## config.mk

```make
export PLATFORM = sky130hd
export DESIGN_NAME = tmr_irq_top
export DESIGN_NICKNAME = d
export VERILOG_FILES = /design/src/rtl/tmr_irq_pkg.sv /design/src/rtl/tmr_irq_ctrl.sv /design/src/rtl/tmr_irq_dp.sv /design/src/rtl/tmr_irq_top.sv
export SDC_FILE = /design/constraint.sdc
export NUM_CORES = 1
export LEC_CHECK = 0
export BUFFER_PORTS_ARGS = -buffer_cell sky130_fd_sc_hd__buf_2
export CORE_ASPECT_RATIO = 1.75
export CORE_MARGIN = 2
export CORE_UTILIZATION = 51
export DETAILED_ROUTE_END_ITERATION = 12
export PLACE_DENSITY = 0.87
export SLEW_MARGIN = 20
export SYNTH_ARGS = -nofsm -noshare
export SYNTH_HDL_FRONTEND = slang
export SYNTH_HIERARCHICAL = 1
export SYNTH_SLANG_ARGS = --single-unit
```

## constraint.sdc

```tcl
create_clock -name clk -period 1.95 [get_ports clk]
set_input_delay 0.0975 -clock clk [delete_from_list [all_inputs] [get_ports clk]]
set_output_delay 0.0975 -clock clk [all_outputs]
set_load 0.02 [all_outputs]
```

## src/rtl/tmr_irq_pkg.sv

```systemverilog
package tmr_irq_pkg;

  typedef struct packed {
    logic wrMask1;
    logic clrFlags;
    logic wrMask2En;
    logic wrPresc;
  } ctrlStrobe_t;

  typedef enum logic [1:0] {
    RD_NONE  = 2'd0,
    RD_MASK1 = 2'd1,
    RD_FLAG  = 2'd2,
    RD_MASK2 = 2'd3
  } rdSel_t;

endpackage

```

## src/rtl/tmr_irq_ctrl.sv

```systemverilog
module tmr_irq_ctrl
  import tmr_irq_pkg::*;
#(
  parameter int ADDR_W     = 8,
  parameter int MASK1_ADDR = 'h22,
  parameter int FLAG_ADDR  = 'h23,
  parameter int MASK2_ADDR = 'h24,
  parameter int WINDOW     = 64
) (
  input  logic              clk,
  input  logic              rstN,
  input  logic              specialMode,
  input  logic [ADDR_W-1:0] busAddr,
  input  logic              busWe,
  output ctrlStrobe_t       strb,
  output rdSel_t            rdSel
);

  localparam int CNT_W = $clog2(WINDOW + 1);
  localparam logic [CNT_W-1:0] WIN_END = CNT_W'(WINDOW);

  logic [CNT_W-1:0] winCnt;
  logic             onceDone;
  logic             hitMask1, hitFlag, hitMask2;
  logic             windowOpen;

  assign hitMask1   = (busAddr == ADDR_W'(MASK1_ADDR));
  assign hitFlag    = (busAddr == ADDR_W'(FLAG_ADDR));
  assign hitMask2   = (busAddr == ADDR_W'(MASK2_ADDR));
  assign windowOpen = (winCnt < WIN_END);

  always_comb begin
    strb           = '0;
    strb.wrMask1   = busWe && hitMask1;
    strb.clrFlags  = busWe && hitFlag;
    strb.wrMask2En = busWe && hitMask2;
    strb.wrPresc   = busWe && hitMask2 && (specialMode || (windowOpen && !onceDone));
  end

  always_comb begin
    if (hitMask1)      rdSel = RD_MASK1;
    else if (hitFlag)  rdSel = RD_FLAG;
    else if (hitMask2) rdSel = RD_MASK2;
    else               rdSel = RD_NONE;
  end

  // cycles since reset release, saturating at the window length
  always_ff @(posedge clk or negedge rstN) begin
    if (!rstN)           winCnt <= '0;
    else if (windowOpen) winCnt <= winCnt + 1'b1;
  end

  // a normal-mode write uses up the single allowed update
  always_ff @(posedge clk or negedge rstN) begin
    if (!rstN)                             onceDone <= 1'b0;
    else if (strb.wrPresc && !specialMode) onceDone <= 1'b1;
  end

endmodule

```

## src/rtl/tmr_irq_dp.sv

```systemverilog
module tmr_irq_dp
  import tmr_irq_pkg::*;
#(
  parameter int OC_NUM  = 5,
  parameter int IC_NUM  = 3,
  parameter int FLAG2_W = 4,
  parameter int PRESC_W = 2
) (
  input  logic                      clk,
  input  logic                      rstN,
  input  ctrlStrobe_t               strb,
  input  rdSel_t                    rdSel,
  input  logic [OC_NUM+IC_NUM-1:0]  evtPulse,
  input  logic [OC_NUM+IC_NUM-1:0]  busWdata,
  output logic [OC_NUM+IC_NUM-1:0]  busRdata,
  output logic [OC_NUM+IC_NUM-1:0]  flagQ,
  output logic [OC_NUM+IC_NUM-1:0]  mask1Q,
  output logic [FLAG2_W-1:0]        mask2EnQ,
  output logic [PRESC_W-1:0]        prescQ
);

  localparam int DATA_W = OC_NUM + IC_NUM;
  localparam int PAD_W  = DATA_W - FLAG2_W - PRESC_W;

  logic [PAD_W-1:0] unusedPadBits;
  assign unusedPadBits = busWdata[PRESC_W +: PAD_W];

  // one sticky cell per flag; a set at the same edge beats a clear
  for (genvar i = 0; i < DATA_W; i++) begin : g_flag
    always_ff @(posedge clk or negedge rstN) begin
      if (!rstN)                              flagQ[i] <= 1'b0;
      else if (evtPulse[i])                   flagQ[i] <= 1'b1;
      else if (strb.clrFlags && busWdata[i])  flagQ[i] <= 1'b0;
    end
  end

  always_ff @(posedge clk or negedge rstN) begin
    if (!rstN)             mask1Q <= '0;
    else if (strb.wrMask1) mask1Q <= busWdata;
  end

  always_ff @(posedge clk or negedge rstN) begin
    if (!rstN)               mask2EnQ <= '0;
    else if (strb.wrMask2En) mask2EnQ <= busWdata[DATA_W-1 -: FLAG2_W];
  end

  always_ff @(posedge clk or negedge rstN) begin
    if (!rstN)             prescQ <= '0;
    else if (strb.wrPresc) prescQ <= busWdata[PRESC_W-1:0];
  end

  always_comb begin
    unique case (rdSel)
      RD_MASK1: busRdata = mask1Q;
      RD_FLAG:  busRdata = flagQ;
      RD_MASK2: busRdata = {mask2EnQ, {PAD_W{1'b0}}, prescQ};
      default:  busRdata = '0;
    endcase
  end

endmodule

```

## src/rtl/tmr_irq_top.sv

```systemverilog
module tmr_irq_top
  import tmr_irq_pkg::*;
#(
  parameter int ADDR_W     = 8,
  parameter int OC_NUM     = 5,
  parameter int IC_NUM     = 3,
  parameter int FLAG2_W    = 4,
  parameter int PRESC_W    = 2,
  parameter int MASK1_ADDR = 'h22,
  parameter int FLAG_ADDR  = 'h23,
  parameter int MASK2_ADDR = 'h24,
  parameter int WINDOW     = 64
) (
  input  logic                     clk,
  input  logic                     rstN,
  input  logic                     specialMode,
  input  logic [OC_NUM+IC_NUM-1:0] evtPulse,
  input  logic [FLAG2_W-1:0]       flag2In,
  input  logic [ADDR_W-1:0]        busAddr,
  input  logic                     busWe,
  input  logic [OC_NUM+IC_NUM-1:0] busWdata,
  output logic [OC_NUM+IC_NUM-1:0] busRdata,
  output logic                     irq,
  output logic [PRESC_W-1:0]       prescSel
);

  localparam int DATA_W = OC_NUM + IC_NUM;

  ctrlStrobe_t         strb;
  rdSel_t              rdSel;
  logic [DATA_W-1:0]   flagQ;
  logic [DATA_W-1:0]   mask1Q;
  logic [FLAG2_W-1:0]  mask2EnQ;

  tmr_irq_ctrl #(
    .ADDR_W(ADDR_W), .MASK1_ADDR(MASK1_ADDR), .FLAG_ADDR(FLAG_ADDR),
    .MASK2_ADDR(MASK2_ADDR), .WINDOW(WINDOW)
  ) ctrl_i (
    .clk(clk), .rstN(rstN), .specialMode(specialMode),
    .busAddr(busAddr), .busWe(busWe), .strb(strb), .rdSel(rdSel)
  );

  tmr_irq_dp #(
    .OC_NUM(OC_NUM), .IC_NUM(IC_NUM), .FLAG2_W(FLAG2_W), .PRESC_W(PRESC_W)
  ) dp_i (
    .clk(clk), .rstN(rstN), .strb(strb), .rdSel(rdSel),
    .evtPulse(evtPulse), .busWdata(busWdata), .busRdata(busRdata),
    .flagQ(flagQ), .mask1Q(mask1Q), .mask2EnQ(mask2EnQ), .prescQ(prescSel)
  );

  assign irq = (|(flagQ & mask1Q)) | (|(flag2In & mask2EnQ));

endmodule

```

==> run summary <==
### Run status
• complete, no violations — status

### Final layout
• 203 — count of placed standard cells in the final layout, fillers left out
• 47.4% — fraction of layout cells with a size suffix above 1
• 207 — final net count
• 0.00193 mm² — cell area after layout
• 27.6% — area overhead of the layout relative to synthesis
• 0 — antenna diode instance count
• 67.6% — share of the core filled with cells in the final layout

### Worst hold path
• evtPulse[6] — startpoint of the lowest-slack hold path
• primary input to register — class of the most critical hold timing path

### Timing
• 0 — count of final max-slew check failures
• 91.6% — period utilization
• 0 — number of endpoints with negative hold slack in the final report
• 1.79 ns — time the final worst path needs with I/O delays and setup
• 0.00375 ns — Clock Skew
• 560 MHz — upper clock frequency limit
• 0 — final number of setup-violating endpoints
• 0.00528 ns — Worst Hold Margin
• no — unrepaired setup endpoints after global routing
• 0 ns — total negative setup slack
• 0.660 ns — transition time of the tightest slew-check pin
• 56.0% — remaining max-slew budget at the tightest pin

### Place
• 42 — number of port buffers
• 0.00176 mm² — instance area after placement
• 2620 µm — detailed-placement wirelength estimate
• 0.820 — RD Place Congestion
• 189 — number of cells in the design after placement

### GRT
• 22.0% — total routing usage reported by global routing
• 0 — antenna violations before repair
• 31 — largest net degree at the start of global routing
• 5600 µm — global-route wire length before repair
• 1,258 — via count of the first global-routing pass
• 0 — total congestion overflow after global routing

### Setup path
• buf_2 — cell with the most instances on the worst path
• 8 — maximum fanout encountered on the critical timing path
• 1.69 ns — crit path DAT
• busAddr[4] — CP Launch Point
• primary input to primary output — Crit Path Category
• 0.34 ns — Crit path largest cell delay
• 3 — Buffers & Inverters on Critical Path
• primary output — endpoint class of the critical path
• primary input — kind of start point of the critical path
• simple AND/OR/NAND/NOR gates — family of cells with the greatest summed delay on the critical path
• ctrl_i/winCnt[6]$_DFFE_PN0N_ — Worst R2R Start
• 1.85 ns — Critical Path RT
• buf_2, nor4_4, nand2_1, a21oi_1, buf_4, mux2_4, a22o_1, buf_2 — critical path cell sequence
• nor4_4 — cell with the largest stage delay on the worst path

### Drt
• 3400 µm — Total Routed Length
• 0 — remaining antenna violation count after routing
• 4 — Initial DRT Pass Iterations
• 5.67 — vias per cell
• 0 — remaining design rule violation count
• 16.7 µm — per-cell routed wire length
• 1,151 — via count
• 27 — DRC marker count from the first detailed-route iteration

### Clock network
• 30 — Sinks on Clock Net
• 0.06 ns — clock-pin slew on the worst setup and hold paths
• clkbuf_8 — Root Buffer
• 2 — H-tree levels
• 2 — maximum number of buffers from clock root to sink
• 0 — number of buffers inserted by post-CTS setup repair
• 0.28 ns — clock latency on the worst-skew pair
• 5 — number of clock buffers inserted by TritonCTS
• yes — clock tree from TritonCTS

### Floorplanning
• 0.00286 mm² — Core ar.
• 45.2 µm — die outline width
• 0.00344 mm² — die area
• 53.0% — starting utilization of the core area
• 43 — I/O pins
• 76.1 µm — DIE HEIGHT
• 26 — Row Count

### Yosys
• 0.00152 mm² — post-synthesis cell area
• 6 — count of synthesis-stage warnings from yosys
• 119 — number of instances in the synthesized netlist
• 100% — Post-synth ARST share
• dfrtp_1 — most used flip-flop cell after synthesis
• 30 — number of register bits inferred by synthesis
• 152 — Synthesized Nets
• 49.5% — sequential area share after synthesis
• 12.7 µm² — post-synthesis area per instance
• 0 — Post-synth EDFFs
• 28 — number of distinct standard cells referenced by the synthesized netlist

### Pwr
• 1.06 mW — Internal
• 10.1% — combinational cell fraction of total power
• 994 µV — Max IR drop VDD
• 0.303 mW — switching power summed over all nets
• 705 mW/mm² — power per unit of standard cell area
• 0.891 nW — Leakage
• 47.5% — sequential group share of total power
• 42.4% — part of the power in the clock network
• 22.2% — proportion of total power due to net switching

### Run
• 0 — count of max-cap constraint violations

## metrics by stage
step / setup slack (ns) / power (mW)
global route: 0.0792 / 1.42
CTS: 0.161 / 1.38
global placement: 0.224 / 0.781
finish: 0.163 / 1.36
floorplan: 0.275 / 0.714
detailed placement: 0.173 / 0.787
## power by group through the flow
stage | registers [mW] | clock network, mW | logic [mW]
after floorplan | 0.657 | 0 | 0.0570
after global placement | 0.657 | 0 | 0.123
after detailed placement | 0.659 | 0 | 0.128
after CTS | 0.648 | 0.596 | 0.138
after global routing | 0.648 | 0.620 | 0.149
final | 0.648 | 0.579 | 0.138
## kinds of logic (layout without fill, tap and decap cells)
family / Yosys count / in the layout / share of synthesized area, %
AO/OA/AOI/OAI: 25 / 25 / 15.2
XOR/XNOR: 6 / 6 / 3.47
adder cells (fa/ha/maj): 1 / 1 / 0.825
buffers and inverters: 6 / 62 / 2.56
flip-flops: 30 / 30 / 49.5
multiplexers: 21 / 21 / 15.8
AND/OR/NAND/NOR: 30 / 30 / 12.6
## layer usage
layer	share of wire, %	track usage [%]	routed length [µm]
met4	2.1	8.24	72
met3	3.9	6.40	133
met1	38	24.1	1290
met2	56	38.0	1910
met5	0	0	0
## cell usage in the layout (no fill, tap or decap), types with 2 or more instances in the layout
cell type,n
a221oi_2,3
nor2_1,6
nand2_1,11
xnor2_1,5
buf_2,42
a21o_1,8
clkbuf_8,8
buf_4,5
nand4b_1,2
mux2_2,20
dlygate4sd3_1,6
dfrtp_1,30
a22o_1,11
nand3_1,2
nor3_1,2
## what timing repair did
| item | 4_1_cts | 5_1_grt |
|---|---|---|
| resized for setup | 0 | 0 |
| endpoints found under the hold margin | 35 | 0 |
| hold buffers | 6 | 0 |
## Yosys cell counts, types with 2 or more instances
cell type	count	area (µm²)
nand4b_1	2	17.5
a221oi_2	3	45.0
xnor2_1	5	43.8
mux2_2	20	225
nand3_1	2	10.0
clkbuf_1	2	7.51
a21o_1	8	60.1
nor2_1	6	22.5
buf_6	2	22.5
nor3_1	2	10.0
dfrtp_1	30	751
nand2_1	11	41.3
a22o_1	11	96.3
## registers in the layout, indices dropped and copies added, names as in the netlist
| register | count |
|---|---|
| dp_i/flagQ | 8 |
| dp_i/mask1Q | 8 |
| ctrl_i/winCnt | 7 |
| dp_i/mask2EnQ | 4 |
| dp_i/prescQ | 2 |
| ctrl_i/onceDone | 1 |
## final timing paths
kind,endpoint,slack (ns),depth (start not counted)
worst min register to register,ctrl_i/onceDone$_DFFE_PN0P_,0.46,2
max in group asynchronous,ctrl_i/winCnt[5]$_DFFE_PN0N_,1.14,2
min in group asynchronous,dp_i/flagQ[6]$_DFFE_PN0P_,0.38,2
worst max register to register,dp_i/prescQ[1]$_DFFE_PN0P_,0.56,4
worst min-delay path,dp_i/flagQ[6]$_DFFE_PN0P_,0.005,2
worst max-delay path,busRdata[5],0.16,8
## final cells by class
type | count | area (µm²)
Inverter | 1 | 3.75
Fill cell | 202 | 928
Multi-Input combinational cell | 83 | 727
Sequential cell | 30 | 751
Timing Repair Buffer | 53 | 308
Clock buffer | 8 | 110
Tap cell | 28 | 35.0
Note: power is estimated with default switching activity, not from simulation.
